`src/rtl/irq_seq_pkg.sv`:
```
package irq_seq_pkg;

  typedef enum logic [2:0] {
    ST_IDLE,
    ST_IACK,
    ST_PUSH_SR,
    ST_PUSH_PC,
    ST_FETCH
  } seqState_t;

  typedef enum logic [1:0] {
    ADDR_ACK,
    ADDR_FRAME_SR,
    ADDR_FRAME_PC,
    ADDR_TABLE
  } addrSel_t;

  typedef struct packed {
    logic     accept;
    logic     capVector;
    logic     capHandler;
    logic     busReq;
    logic     busWrite;
    logic     busByte;
    logic     ackCycle;
    addrSel_t addrSel;
  } seqCtl_t;

  localparam logic [1:0] TT_NORMAL = 2'b00;
  localparam logic [1:0] TT_ACK    = 2'b11;

endpackage

```
`src/rtl/irq_seq_ctrl.sv`:
```
module irq_seq_ctrl
  import irq_seq_pkg::*;
(
  input  logic    clk,
  input  logic    rstN,
  input  logic    instrDone,
  input  logic    takeReq,
  input  logic    busReady,
  output seqCtl_t ctl,
  output logic    busy
);

  seqState_t stateQ, stateD;

  always_comb begin
    ctl = '0;
    ctl.addrSel = ADDR_ACK;
    stateD = stateQ;
    unique case (stateQ)
      ST_IDLE: begin
        if (instrDone && takeReq) begin
          ctl.accept = 1'b1;
          stateD = ST_IACK;
        end
      end
      ST_IACK: begin
        ctl.busReq = 1'b1;
        ctl.busByte = 1'b1;
        ctl.ackCycle = 1'b1;
        ctl.addrSel = ADDR_ACK;
        ctl.capVector = busReady;
        if (busReady) stateD = ST_PUSH_SR;
      end
      ST_PUSH_SR: begin
        ctl.busReq = 1'b1;
        ctl.busWrite = 1'b1;
        ctl.addrSel = ADDR_FRAME_SR;
        if (busReady) stateD = ST_PUSH_PC;
      end
      ST_PUSH_PC: begin
        ctl.busReq = 1'b1;
        ctl.busWrite = 1'b1;
        ctl.addrSel = ADDR_FRAME_PC;
        if (busReady) stateD = ST_FETCH;
      end
      ST_FETCH: begin
        ctl.busReq = 1'b1;
        ctl.addrSel = ADDR_TABLE;
        ctl.capHandler = busReady;
        if (busReady) stateD = ST_IDLE;
      end
      default: stateD = ST_IDLE;
    endcase
  end

  always_ff @(posedge clk or negedge rstN) begin
    if (!rstN) stateQ <= ST_IDLE;
    else       stateQ <= stateD;
  end

  assign busy = (stateQ != ST_IDLE);


  accept_enters_ack_chk: assert property (@(posedge clk) disable iff (!rstN)
    ctl.accept |=> (stateQ == ST_IACK));


  ack_holds_chk: assert property (@(posedge clk) disable iff (!rstN)
    (stateQ == ST_IACK && !busReady) |=> (stateQ == ST_IACK));


  fetch_holds_chk: assert property (@(posedge clk) disable iff (!rstN)
    (stateQ == ST_FETCH && !busReady) |=> (stateQ == ST_FETCH));

endmodule

```
`src/rtl/irq_seq_datapath.sv`:
```
module irq_seq_datapath
  import irq_seq_pkg::*;
#(
  parameter int DATA_W    = 32,
  parameter int SR_W      = 16,
  parameter int LVL_W     = 3,
  parameter int VEC_W     = 8,
  parameter int MASK_LSB  = 8,
  parameter int S_BIT     = 13,
  parameter int T_BIT     = 15,
  parameter int FIRST_USER_VEC = 64,
  parameter int SPUR_VEC  = 24,
  parameter logic [SR_W-1:0] SR_RESET = 16'h2700
) (
  input  logic              clk,
  input  logic              rstN,
  input  seqCtl_t           ctl,
  input  logic              busy,
  input  logic [LVL_W-1:0]  irqLevel,
  input  logic [DATA_W-1:0] curPc,
  input  logic              srLoadEn,
  input  logic [SR_W-1:0]   srLoadData,
  input  logic [DATA_W-1:0] sspIn,
  input  logic [DATA_W-1:0] vbrIn,
  input  logic [DATA_W-1:0] busRdata,
  input  logic              busReady,
  output logic              takeReq,
  output logic [DATA_W-1:0] busAddr,
  output logic [DATA_W-1:0] busWdata,
  output logic [SR_W-1:0]   srOut,
  output logic              handlerValid,
  output logic [DATA_W-1:0] handlerPc
);

  localparam int FRAME_PAD = DATA_W - VEC_W - SR_W;
  localparam logic [LVL_W-1:0] LVL_TOP = {LVL_W{1'b1}};
  localparam logic [VEC_W-1:0] USER_LO = VEC_W'(FIRST_USER_VEC);
  localparam logic [VEC_W-1:0] SPUR    = VEC_W'(SPUR_VEC);
  localparam logic [DATA_W-1:0] SR_WORD_OFS = DATA_W'(8);
  localparam logic [DATA_W-1:0] PC_WORD_OFS = DATA_W'(4);

  logic [SR_W-1:0]   srQ, savedSrQ, effSr;
  logic              top7Q, nmiPendQ;
  logic [LVL_W-1:0]  lvlQ, takeLvl;
  logic [DATA_W-1:0] pcQ, sspQ, handlerQ;
  logic [VEC_W-1:0]  vecQ, vecIn;
  logic              hvQ;
  logic              topEdge, nmiNow, maskedOk;

  // the core's write lands before the boundary decision
  assign effSr    = (srLoadEn && !busy) ? srLoadData : srQ;
  assign topEdge  = (irqLevel == LVL_TOP) && !top7Q;
  assign nmiNow   = nmiPendQ || topEdge;
  assign maskedOk = (irqLevel != LVL_TOP) &&
                    (irqLevel > effSr[MASK_LSB +: LVL_W]);
  assign takeReq  = nmiNow || maskedOk;
  assign takeLvl  = nmiNow ? LVL_TOP : irqLevel;

  assign vecIn = (busRdata[VEC_W-1:0] < USER_LO) ? SPUR : busRdata[VEC_W-1:0];

  always_ff @(posedge clk or negedge rstN) begin
    if (!rstN) begin
      top7Q    <= 1'b0;
      nmiPendQ <= 1'b0;
    end else begin
      top7Q    <= (irqLevel == LVL_TOP);
      nmiPendQ <= (nmiPendQ || topEdge) && !(ctl.accept && nmiNow);
    end
  end

  always_ff @(posedge clk or negedge rstN) begin
    if (!rstN) begin
      srQ      <= SR_RESET;
      savedSrQ <= '0;
      lvlQ     <= '0;
      pcQ      <= '0;
      sspQ     <= '0;
    end else if (ctl.accept) begin
      srQ                       <= effSr;
      srQ[S_BIT]                <= 1'b1;
      srQ[T_BIT]                <= 1'b0;
      srQ[MASK_LSB +: LVL_W]    <= takeLvl;
      savedSrQ                  <= effSr;
      lvlQ                      <= takeLvl;
      pcQ                       <= curPc;
      sspQ                      <= sspIn;
    end else if (srLoadEn && !busy) begin
      srQ <= srLoadData;
    end
  end

  always_ff @(posedge clk or negedge rstN) begin
    if (!rstN) begin
      vecQ     <= '0;
      handlerQ <= '0;
      hvQ      <= 1'b0;
    end else begin
      if (ctl.capVector) vecQ <= vecIn;
      if (ctl.capHandler) handlerQ <= busRdata;
      hvQ <= ctl.capHandler;
    end
  end

  always_comb begin
    busAddr  = '0;
    busWdata = '0;
    unique case (ctl.addrSel)
      ADDR_ACK:      busAddr = DATA_W'(lvlQ);
      ADDR_FRAME_SR: begin
        busAddr  = sspQ - SR_WORD_OFS;
        busWdata = {vecQ, {FRAME_PAD{1'b0}}, savedSrQ};
      end
      ADDR_FRAME_PC: begin
        busAddr  = sspQ - PC_WORD_OFS;
        busWdata = pcQ;
      end
      ADDR_TABLE:    busAddr = vbrIn + {{(DATA_W-VEC_W-2){1'b0}}, vecQ, 2'b00};
      default:       busAddr = '0;
    endcase
  end

  assign srOut        = srQ;
  assign handlerValid = hvQ;
  assign handlerPc    = handlerQ;


  sr_enter_chk: assert property (@(posedge clk) disable iff (!rstN)
    ctl.accept |=> (srQ[S_BIT] && !srQ[T_BIT]));


  mask_raise_chk: assert property (@(posedge clk) disable iff (!rstN)
    ctl.accept |=> (srQ[MASK_LSB +: LVL_W] == $past(takeLvl)));


  handler_pulse_chk: assert property (@(posedge clk) disable iff (!rstN)
    hvQ |=> !hvQ);


  addr_hold_chk: assert property (@(posedge clk) disable iff (!rstN)
    (ctl.busReq && !busReady) |=> $stable(busAddr));


  user_vec_chk: assert property (@(posedge clk) disable iff (!rstN)
    ctl.capVector |=> (vecQ >= USER_LO || vecQ == SPUR));

endmodule

```
`src/rtl/irq_seq_top.sv`:
```
module irq_seq_top
  import irq_seq_pkg::*;
#(
  parameter int DATA_W = 32,
  parameter int SR_W   = 16,
  parameter int LVL_W  = 3
) (
  input  logic              clk,
  input  logic              rstN,
  input  logic [LVL_W-1:0]  irqLevel,
  input  logic              instrDone,
  input  logic [DATA_W-1:0] curPc,
  input  logic              srLoadEn,
  input  logic [SR_W-1:0]   srLoadData,
  input  logic [DATA_W-1:0] sspIn,
  input  logic [DATA_W-1:0] vbrIn,
  output logic              busReq,
  output logic              busWrite,
  output logic              busByte,
  output logic [1:0]        busType,
  output logic [DATA_W-1:0] busAddr,
  output logic [DATA_W-1:0] busWdata,
  input  logic [DATA_W-1:0] busRdata,
  input  logic              busReady,
  output logic [SR_W-1:0]   srOut,
  output logic              seqBusy,
  output logic              handlerValid,
  output logic [DATA_W-1:0] handlerPc
);

  seqCtl_t ctl;
  logic    takeReq;
  logic    busy;

  irq_seq_ctrl u_ctrl (
    .clk      (clk),
    .rstN     (rstN),
    .instrDone(instrDone),
    .takeReq  (takeReq),
    .busReady (busReady),
    .ctl      (ctl),
    .busy     (busy)
  );

  irq_seq_datapath #(
    .DATA_W(DATA_W),
    .SR_W  (SR_W),
    .LVL_W (LVL_W)
  ) u_dp (
    .clk         (clk),
    .rstN        (rstN),
    .ctl         (ctl),
    .busy        (busy),
    .irqLevel    (irqLevel),
    .curPc       (curPc),
    .srLoadEn    (srLoadEn),
    .srLoadData  (srLoadData),
    .sspIn       (sspIn),
    .vbrIn       (vbrIn),
    .busRdata    (busRdata),
    .busReady    (busReady),
    .takeReq     (takeReq),
    .busAddr     (busAddr),
    .busWdata    (busWdata),
    .srOut       (srOut),
    .handlerValid(handlerValid),
    .handlerPc   (handlerPc)
  );

  assign busReq   = ctl.busReq;
  assign busWrite = ctl.busWrite;
  assign busByte  = ctl.busByte;
  assign busType  = ctl.ackCycle ? TT_ACK : TT_NORMAL;
  assign seqBusy  = busy;


  ack_type_chk: assert property (@(posedge clk) disable iff (!rstN)
    (busType == TT_ACK) |-> (busReq && busByte && !busWrite));


  idle_after_handler_chk: assert property (@(posedge clk) disable iff (!rstN)
    handlerValid |-> !seqBusy);

endmodule

```
`config.mk`:
```
export PLATFORM = sky130hd
export DESIGN_NAME = irq_seq_top
export DESIGN_NICKNAME = d
export VERILOG_FILES = /design/src/rtl/irq_seq_pkg.sv /design/src/rtl/irq_seq_ctrl.sv /design/src/rtl/irq_seq_datapath.sv /design/src/rtl/irq_seq_top.sv
export SDC_FILE = /design/constraint.sdc
export NUM_CORES = 1
export LEC_CHECK = 0
export BUFFER_PORTS_ARGS = -buffer_cell sky130_fd_sc_hd__buf_2
export CAP_MARGIN = 20
export CORE_MARGIN = 2
export CORE_UTILIZATION = 30
export CTS_CLUSTER_SIZE = 14
export DETAILED_ROUTE_END_ITERATION = 8
export HOLD_SLACK_MARGIN = 0.05
export PLACE_DENSITY_LB_ADDON = 0.2
export SETUP_SLACK_MARGIN = 0.05
export SYNTH_ARGS = -nofsm -noshare
export SYNTH_HDL_FRONTEND = slang
export SYNTH_HIERARCHICAL = 1
export SYNTH_SLANG_ARGS = --single-unit
```
`constraint.sdc`:
```
create_clock -name clk -period 5.6 [get_ports clk]
set_input_delay 1.12 -clock clk [delete_from_list [all_inputs] [get_ports clk]]
set_output_delay 1.12 -clock clk [all_outputs]
set_load 0.01 [all_outputs]
```
Word level (Yosys, flattened, before mapping). Index checks and enable logic that the tools add are counted.

Register bits after elaboration: 145. Logic and storage cells: 68.

Add/sub/neg operators: 3. Order comparisons: 2. Eq/ne operators: 14. Mux-type cells: 21. Reduce and logical (&&, ||, !) cells: 17.

Operator list (number): $pmux 32 s4 (1); $pmux 32 s2 (1); $add 32x10->32 (1); $mux 16 (2); $sub 32x3->32 const B (1); $sub 32x4->32 const B (1); $mux 3 (6); $pmux 3 s5 (1); $lt 8x7->1 const B (1); $mux 8 (1); $ne 2x2->1 const B (4); $eq 3x2->1 const B (2); $eq 3x3->1 const B (2); $logic_and 1x1->1 (6); $mux 1 (6); $pmux 2 s3 (1); $reduce_and 5->1 (1); $eq 2x2->1 const B (2); $mux 2 (2); $reduce_or 4->1 (1); $eq 3x1->1 const B (1); $gt 3x3->1 (1); $logic_not 1->1 (3); $logic_not 3->1 (1); 7 further kinds (8).

Logic depth before layout (Yosys ltp). Gate-level depths: netlist of run 1.

Word-level depth: 13. Depth in mapped cells: 19.

Cells and area by module. The synthesis of run 1 kept the hierarchy.

By module, submodules not included: irq_seq_datapath (times used 1, cells each 784, area an instance 7991.4 µm², sequential area each 3558.4 µm²); irq_seq_ctrl (times used 1, cells each 30, area an instance 261.5 µm², sequential area each 75.1 µm²); irq_seq_top (times used 1, cells each 1, area an instance 7.5 µm², sequential area each 0.0 µm²).

Worst setup path before layout of run 1. Ideal clock, no wire load.

Path type: input-to-output. Start: input vbrIn[2]. End: output busAddr[22]. Data arrival time: 3074 ps. Data required time: 4480 ps. Path slack: 1406 ps. Stages: 9. Path buffers: 1. Path through: ha_1 fa_1 a211oi_1 o21a_1 clkbuf_1 a2111oi_0 xor2_1 a221oi_1 nor2_1.

Word-level cells in the longest chain between the ends: 2.

RTL lines: start, declared (line irq_seq_top.sv:16) `input logic [DATA_W-1:0] vbrIn,`; $add 32x10->32 (line irq_seq_datapath.sv:117) `ADDR_TABLE: busAddr = vbrIn + {{(DATA_W-VEC_W-2){1'b0}}, vecQ, 2'b00};`; $pmux 32 s4 (line irq_seq_datapath.sv:107) `unique case (ctl.addrSel)`; end, declared (line irq_seq_top.sv:21) `output logic [DATA_W-1:0] busAddr,`.

Every way passes these cells.

==> results by group, run 1 <==
Setup path
  • Crit end category: primary output
  • Critical Path Start Type: flip-flop
  • CP arrival: 3690 ps
  • Setup CP Type: flip-flop to primary output
  • Most Frequent Cell on Critical Path: nand2_1
  • Worst-path fanout max: 23
  • Required time of the critical path: 4480 ps
  • CP max-delay cell: ha_2
  • Cell Chain, Critical Path: nand2b_1, o21ai_0, ha_2, nand2_1, a21oi_4, nand2_1, or4_1, a41oi_1, buf_2
  • Crit path largest cell delay: 580 ps

CTS
  • Setup Buffers After CTS: 0
  • TritonCTS clock tree: done
  • Root Driver: clkbuf_16
  • TritonCTS buffer count: 17
  • Clock transition at the registers of the reported paths: 70 ps
  • Num Clock Sinks: 145
  • Worst skew pair latency: 430 ps
  • Max clock buf depth: 2
  • Cts hold-fix bufs: 0
  • Post-CTS Resized: 0
  • H-tree level count: 4

GRT
  • Largest net degree at the start of global routing: 58
  • Remaining Overflow, GRT: 0
  • Total GRT Usage: 0.186
  • First-pass GRT wire length: 41600 um
  • Initial antenna violation count: 1
  • Vias in the first global route: 7375

Timing
  • Max-slew violation count: 0
  • Final hold slack: 503 ps
  • Setup TNS: 0 ps
  • Final hold vios: 0
  • Clock Skews: 18.2 ps
  • Worst slew margin: 0.417
  • Fmax: 208 MHz
  • Final setup viols: 0
  • Tightest Pin Transition: 870 ps
  • PnR worst setup slack: 791 ps
  • Post-route clock period utilization: 0.859
  • Shortest period the worst path allows: 4810 ps
  • RSZ-0062 raised after global routing: no

Routing
  • Drt total wl: 26900 um
  • DR WL/cell: 19.0 um
  • Remaining DRCs: 0
  • First DRT Iteration DRCs: 515
  • ANT nets after route: 0
  • TritonRoute pass-1 iters: 5
  • Vias: 7375
  • Routed vias/inst: 5.20

Synthesis
  • Ys flop type: dfrtp_1
  • Cell count after synthesis: 815
  • Yosys cell types: 74
  • Synth Cell Area: 0.00826 mm2
  • Ys Warns: 6
  • #FFs+latches synth: 145
  • Syn_area_per_cell: 10.1 um2
  • Synth async-reset ratio: 1.00
  • Syn Nets: 985
  • Post-synth EDFFs: 0
  • Register area share after synthesis: 0.440

Finish
  • Commonest non-fill, non-tap cell in the layout: buf_2
  • Layout Nets: 1234
  • # diodes: 0
  • Area Growth Syn to Fin: 27.1%
  • Share of layout cells above drive strength 1: 0.413
  • Most frequent cells in the layout: buf_2, dfrtp_1, mux2_2

Floorplan
  • Site row count: 60
  • Total core area: 0.0270 mm2
  • Die W: 170 um
  • I/O pin count: 271
  • Die height: 170 um
  • Initial Utilization: 0.306
  • Die area: 0.0289 mm2

Pwr
  • Max VDD drop: 269 uV
  • Leak pwr: 4.78 nW
  • P per Cell Area: 591 mW/mm2

Placed design
  • Hpwl dp: 20100 um
  • Placer Congestion: 0.871
  • Setup Slack @ Placement: 907 ps
  • Buffers on Ports: 270

Worst hold path
  • HP Class: flip-flop to flip-flop

Status
  • Status: complete, no violations

Job
  • Max-Cap Viols: 0
-- power by group --
part / internal [W] / leakage (nW) / switching, W
clock: 0.000604 / 0.283 / 0.000517
combinational: 0.00134 / 2.77 / 0.00172
sequential: 0.00158 / 1.73 / 0.000444
total: 0.00352 / 4.78 / 0.00268
-- synth_stat cells, types with 5 or more instances --
library cell / n / share of area
and3_1: 12 / 0.0091
nor2_1: 88 / 0.040
mux2_2: 106 / 0.14
nand3_1: 9 / 0.0055
a221oi_1: 6 / 0.0064
o22ai_1: 6 / 0.0045
clkbuf_1: 24 / 0.011
or4_1: 5 / 0.0045
ha_1: 17 / 0.026
inv_1: 20 / 0.0091
and2_1: 9 / 0.0068
xor2_1: 18 / 0.019
nor4_1: 6 / 0.0045
a21oi_1: 40 / 0.024
a21o_1: 8 / 0.0073
mux2i_1: 5 / 0.0061
buf_1: 15 / 0.0068
xnor2_1: 9 / 0.0095
a211oi_1: 5 / 0.0045
nand2b_1: 5 / 0.0038
nand4_1: 11 / 0.0083
a22oi_1: 29 / 0.026
dfrtp_1: 141 / 0.43
nand2_1: 51 / 0.023
nor2b_1: 26 / 0.020
o211ai_1: 8 / 0.0073
o21ai_0: 29 / 0.018
a31oi_1: 9 / 0.0068
nor3_1: 8 / 0.0048
-- per-layer routing --
metal | wire length (um) | GRT usage | vias up
met5 | 0 | 0 | -
met4 | 351 | 0.0498 | 0
met3 | 1700 | 0.0465 | 23
met2 | 12900 | 0.311 | 249
met1 | 11900 | 0.239 | 3629
li1 | - | - | 3474
-- cell families after synthesis --
logic type                 count (synthesis)  share of synthesized area
buffers and inverters                     72                     0.0380
muxes                                    111                      0.151
DFF                                      145                      0.440
adders and majority gates                 18                     0.0282
AOI/OAI and AO/OA                        185                      0.153
xor gates and xnor gates                  27                     0.0286
and+or+nand+nor                          257                      0.162
-- final timing paths --
path                                   from                end  slack [ps]  cells past startpoint
max                        u_ctrl/stateQ[2]        busAddr[28]         790                      9
min                            u_dp/pcQ[18]       u_dp/pcQ[18]         500                      1
max reg2reg                u_ctrl/stateQ[2]      u_dp/sspQ[11]        1770                     12
min reg2reg                    u_dp/pcQ[18]       u_dp/pcQ[18]         500                      1
max in group asynchronous              rstN  u_dp/handlerPc[7]        3870                      2
min in group asynchronous              rstN        u_dp/pcQ[5]         590                      1
-- area by class of cell --
type | instances | area, um2
fillers | 2807 | 16500
multi-input cells | 598 | 4330
flip-flops and latches | 145 | 3630
repair buffers | 281 | 1450
clock buffers | 18 | 439
well taps | 341 | 427
clock inverters | 14 | 139
inverters | 21 | 78.8
-- worst max-delay path: cells and delay by family (launching register included) --
family | cells | cell delay [ps]
AND/OR/NAND/NOR | 4 | 1080
AO/OA/AOI/OAI | 3 | 950
buffers and inverters | 1 | 190
adder cells (fa/ha/maj) | 1 | 580
flip-flops | 1 | 470
-- flip-flops by register name, indices dropped and copies added, names as in the netlist --
name,cells
u_dp/lvlQ,3
u_dp/handlerPc,32
u_dp/nmiPendQ,1
u_dp/sspQ,32
u_dp/vecQ,8
u_dp/pcQ,32
u_dp/savedSrQ,16
u_dp/srOut,16
u_dp/handlerValid,1
u_dp/top7Q,1
u_ctrl/stateQ,3
-- through the flow --
| stage | power (W) | util | cell area (um2) | cells |
|---|---|---|---|---|
| 2_1_floorplan | 0.00398 | - | 8260 | 815 |
| 3_3_place_gp | 0.00509 | 0.367 | 9920 | 1386 |
| 3_5_place_dp | 0.00512 | 0.367 | 9920 | 1386 |
| 4_1_cts | 0.00627 | 0.389 | 10500 | 1418 |
| 5_1_grt | 0.00667 | 0.389 | 10500 | 1418 |
| 6_report | 0.00620 | 0.389 | 10500 | 1418 |
No activity file was read; power rests on OpenSTA's default activity.
==> run 2, diff against run 1 <==
PLACE_DENSITY = 0.52   (was not set)
PLACE_DENSITY_LB_ADDON = not set   (was 0.2)
==> run 2 against run 1 <==
  * Design area up 0.20%
  * Routed wire length up 0.27%
  * Final cell count down 0.14%
  * Power up 1.1%
  * Highest routed layer is now met5
  * Sequential power about the same
  * Worst hold slack worse by 3.5 ps
==> results by group, run 2 (synthesis results as in run 1) <==
CTS
  • Post-CTS Resized: 0
  • TritonCTS buffer count: 17
  • Clock transition at the registers of the reported paths: 60 ps
  • Max clock buf depth: 2
  • Cts hold-fix bufs: 0
  • H-tree level count: 4
  • Num Clock Sinks: 145
  • TritonCTS clock tree: done
  • Worst skew pair latency: 430 ps
  • Setup Buffers After CTS: 0
  • Root Driver: clkbuf_16

Setup path
  • Crit end category: primary output
  • Cell Chain, Critical Path: nand2b_1, o21ai_0, ha_2, nand2_1, a21oi_4, nand2_1, or4_1, a41oi_1, buf_2
  • Required time of the critical path: 4480 ps
  • Worst-path fanout max: 23
  • Setup CP Type: flip-flop to primary output
  • CP bufs+invs: 1
  • Most Frequent Cell on Critical Path: nand2_1
  • CP arrival: 3660 ps
  • Critical Path Start Type: flip-flop
  • Crit path largest cell delay: 580 ps
  • CP max-delay cell: ha_2
  • Delay-heaviest family, CP: simple AND/OR/NAND/NOR gates

Routing
  • TritonRoute pass-1 iters: 8
  • DR WL/cell: 19.0 um
  • Remaining DRCs: 0
  • ANT nets after route: 0
  • Vias: 7404
  • Drt total wl: 27000 um
  • First DRT Iteration DRCs: 426
  • Routed vias/inst: 5.23

Timing
  • Fmax: 209 MHz
  • Final setup viols: 0
  • Shortest period the worst path allows: 4780 ps
  • Setup TNS: 0 ps
  • Post-route clock period utilization: 0.854
  • Worst slew margin: 0.418
  • Tightest Pin Transition: 869 ps
  • Max-slew violation count: 0
  • RSZ-0062 raised after global routing: no
  • Final hold vios: 0
  • Clock Skews: 12.4 ps

Floorplan
  • I/O pin count: 271
  • Die W: 170 um
  • Site row count: 60
  • Total core area: 0.0270 mm2
  • Initial Utilization: 0.306
  • Die height: 170 um
  • Die area: 0.0289 mm2

Pwr
  • Leak pwr: 4.78 nW
  • Max VDD drop: 225 uV
  • P per Cell Area: 596 mW/mm2
  • Total power: 0.00627 W

Placed design
  • Placer Congestion: 0.885
  • Buffers on Ports: 270
  • Placed Instance Area: 0.00993 mm2
  • Placed Instances: 1385
  • Hpwl dp: 19900 um

GRT
  • First-pass GRT wire length: 41800 um
  • Initial antenna violation count: 1
  • Total GRT Usage: 0.186
  • Remaining Overflow, GRT: 0
  • Largest net degree at the start of global routing: 53
  • Vias in the first global route: 7324

Status
  • Status: complete, no violations

Job
  • Max-Cap Viols: 0

Finish
  • Commonest non-fill, non-tap cell in the layout: buf_2
  • Most frequent cells in the layout: buf_2, dfrtp_1, mux2_2
  • Share of layout cells above drive strength 1: 0.412
  • Finished layout cell area: 0.0105 mm2
  • Non-filler cells, final: 1416
  • # diodes: 0
  • Layout Nets: 1233
  • Util after Layout: 0.389
  • Area Growth Syn to Fin: 27.4%

Worst hold path
  • HP Class: flip-flop to flip-flop
run 2: cell types whose count changed in the layout (fill, tap and decap cells not counted):
| cell | before | now |
|---|---|---|
| buf_12 | 1 | 2 |
| clkinv_8 | 1 | 0 |
| bufinv_16 | 0 | 2 |
| buf_4 | 10 | 8 |
| clkbuf_8 | 1 | 0 |
| inv_6 | 5 | 6 |
| inv_8 | 4 | 2 |
run 2: worst min-delay path, stage by stage (launching register included):
cell and delay [ps]:
dfrtp_1 340, nor2_1 50, nor2_1 70
run 2: stage by stage:
stage               hold WS, ps  setup slack, ps
floorplan                   465             1410
global placement            481             1010
detailed placement          491              939
CTS                         505              802
global route                519              516
finish                      500              818
run 2: path summary, 6_finish.rpt:
kind | end | slack (ps) | from | depth (start not counted)
min reg2reg | u_dp/lvlQ[2] | 500 | u_dp/lvlQ[2] | 2
max | busAddr[28] | 820 | u_ctrl/stateQ[2] | 9
min | u_dp/lvlQ[2] | 500 | u_dp/lvlQ[2] | 2
max in group asynchronous | u_dp/sspQ[18] | 3900 | rstN | 2
min in group asynchronous | u_dp/pcQ[4] | 620 | rstN | 1
max reg2reg | u_dp/lvlQ[2] | 1730 | u_ctrl/stateQ[2] | 13
run 2: final cells by class:
type,count,area (um2)
fill,2781,16500
multi-input combinational,598,4330
sequential,145,3630
timing repair buffer,280,1460
tap,341,427
clock buffer,17,425
clock inverter,14,169
inverter,21,78.8
run 2: where the power goes:
group	internal, W	switching, W
combinational	0.00134	0.00173
clock	0.000672	0.000510
sequential	0.00158	0.000437
run 2: layer usage:
| metal | global-route usage | share of wire | vias to the layer above |
|---|---|---|---|
| li1 | - | - | 3482 |
| met1 | 0.244 | 0.45 | 3616 |
| met2 | 0.309 | 0.47 | 287 |
| met3 | 0.0458 | 0.074 | 17 |
| met4 | 0.0457 | 0.0078 | 2 |
| met5 | 0 | 0.00030 | - |
==> run 3, diff against run 2 <==
RECOVER_POWER = 50   (was not set)
TNS_END_PERCENT = 10   (was not set)
==> run 3 against run 2 <==
  * The run now ends with max-capacitance violations, max-slew violations left
  * Global-route usage unchanged
  * Combinational power hardly changed
  * Worst hold slack improved by 0.60 ps
  * Via count about the same
  * Maximum frequency about the same
  * Critical endpoint unchanged
==> results by group, run 3 (synthesis results as in run 1) <==
Routing
  • ANT nets after route: 0
  • TritonRoute pass-1 iters: 6
  • Vias: 7398
  • Drt total wl: 27000 um
  • Remaining DRCs: 0
  • DR WL/cell: 19.1 um
  • First DRT Iteration DRCs: 439
  • Routed vias/inst: 5.22

Floorplan
  • Total core area: 0.0270 mm2
  • Initial Utilization: 0.306
  • Die W: 170 um
  • Die area: 0.0289 mm2
  • I/O pin count: 271
  • Die height: 170 um
  • Site row count: 60

Timing
  • Final setup viols: 0
  • RSZ-0062 raised after global routing: no
  • Clock Skews: 12.5 ps
  • Setup TNS: 0 ps
  • Worst slew margin: -0.637
  • Max-slew violation count: 95
  • PnR worst setup slack: 817 ps
  • Final hold vios: 0
  • Tightest Pin Transition: 2460 ps
  • Fmax: 209 MHz
  • Post-route clock period utilization: 0.854
  • Shortest period the worst path allows: 4780 ps
  • Final hold slack: 500 ps

CTS
  • Num Clock Sinks: 145
  • H-tree level count: 4
  • Worst skew pair latency: 430 ps
  • Setup Buffers After CTS: 0
  • TritonCTS buffer count: 17
  • Root Driver: clkbuf_16
  • Cts hold-fix bufs: 0
  • Max clock buf depth: 2
  • Clock transition at the registers of the reported paths: 70 ps
  • TritonCTS clock tree: done
  • Post-CTS Resized: 0

Setup path
  • Cell Chain, Critical Path: or3b_1, o21ai_0, ha_2, nand2_1, a21oi_4, nand2_1, or4_1, a41oi_1, buf_2
  • Delay-heaviest family, CP: simple AND/OR/NAND/NOR gates
  • CP arrival: 3660 ps
  • Required time of the critical path: 4480 ps
  • Crit end category: primary output
  • Critical Path Start Type: flip-flop
  • CP max-delay cell: ha_2
  • Worst-path fanout max: 23
  • CP bufs+invs: 1
  • Setup CP Type: flip-flop to primary output
  • Crit path largest cell delay: 580 ps
  • Most Frequent Cell on Critical Path: nand2_1

GRT
  • Total GRT Usage: 0.186
  • Initial antenna violation count: 1
  • First-pass GRT wire length: 41800 um
  • Remaining Overflow, GRT: 0
  • Vias in the first global route: 7324
  • Largest net degree at the start of global routing: 53

Job
  • Max-Cap Viols: 3

Worst hold path
  • HP Class: flip-flop to flip-flop

Pwr
  • P per Cell Area: 597 mW/mm2
  • Leak pwr: 4.72 nW
  • Max VDD drop: 225 uV

Finish
  • Most frequent cells in the layout: buf_2, dfrtp_1, mux2_2
  • # diodes: 0
  • Commonest non-fill, non-tap cell in the layout: buf_2
  • Finished layout cell area: 0.0105 mm2
  • Share of layout cells above drive strength 1: 0.392
  • Area Growth Syn to Fin: 26.8%
  • Layout Nets: 1233
  • Non-filler cells, final: 1416

Placed design
  • Buffers on Ports: 270
  • Placed Instance Area: 0.00993 mm2
  • Hpwl dp: 19900 um
  • Placer Congestion: 0.885
  • Placed Instances: 1385
  • Setup Slack @ Placement: 939 ps

Status
  • Failing checks: max-capacitance violations, max-slew violations
  • Status: finished with violations
## run 3: changes by cell type in the layout (fill, tap and decap cells not counted), moves of 2 or more
cell	previous run	this run
buf_2	269	255
buf_4	8	5
clkbuf_1	0	16
clkbuf_2	0	2
mux2_1	0	3
mux2_2	106	103
## run 3: report_power, final
group          switching (W)  internal (W)  total, W
Clock               0.000511      0.000671   0.00118
Combinational        0.00173       0.00132   0.00305
Sequential          0.000439       0.00158   0.00202
## run 3: layout make-up
class,count,area (um2)
Clock buffer,17,425
Tap cell,341,427
Sequential cell,145,3630
Timing Repair Buffer,280,1420
Inverter,21,78.8
Clock inverter,14,169
Fill cell,2791,16600
Multi-Input combinational cell,598,4320
## run 3: metal layers
metal / up-vias / track usage / part of all wire
met5: - / 0 / 0.00030
li1: 3477 / - / -
met3: 15 / 0.0458 / 0.075
met4: 2 / 0.0457 / 0.0082
met1: 3617 / 0.244 / 0.44
met2: 287 / 0.309 / 0.47
## run 3: metrics by stage
step	utilization	power, W
detailed placement	0.367	0.00512
floorplan	-	0.00398
CTS	0.389	0.00634
global route	0.388	0.00673
finish	0.388	0.00625
global placement	0.367	0.00509
## run 3: tightest hold or removal path: stages, from the launching register on
cell	delay [ps]
dfrtp_1	340
nor2_1	50
nor2_1	70
## run 3: final timing paths
| check | startpoint | to | slack (ps) | depth (start not counted) |
|---|---|---|---|---|
| max in group asynchronous | rstN | u_dp/sspQ[18] | 1720 | 2 |
| max reg2reg | u_ctrl/stateQ[2] | u_dp/lvlQ[2] | 1670 | 13 |
| min | u_dp/lvlQ[2] | u_dp/lvlQ[2] | 500 | 2 |
| min reg2reg | u_dp/lvlQ[2] | u_dp/lvlQ[2] | 500 | 2 |
| max | u_ctrl/stateQ[1] | busAddr[28] | 820 | 9 |
| min in group asynchronous | rstN | u_dp/pcQ[4] | 1450 | 1 |
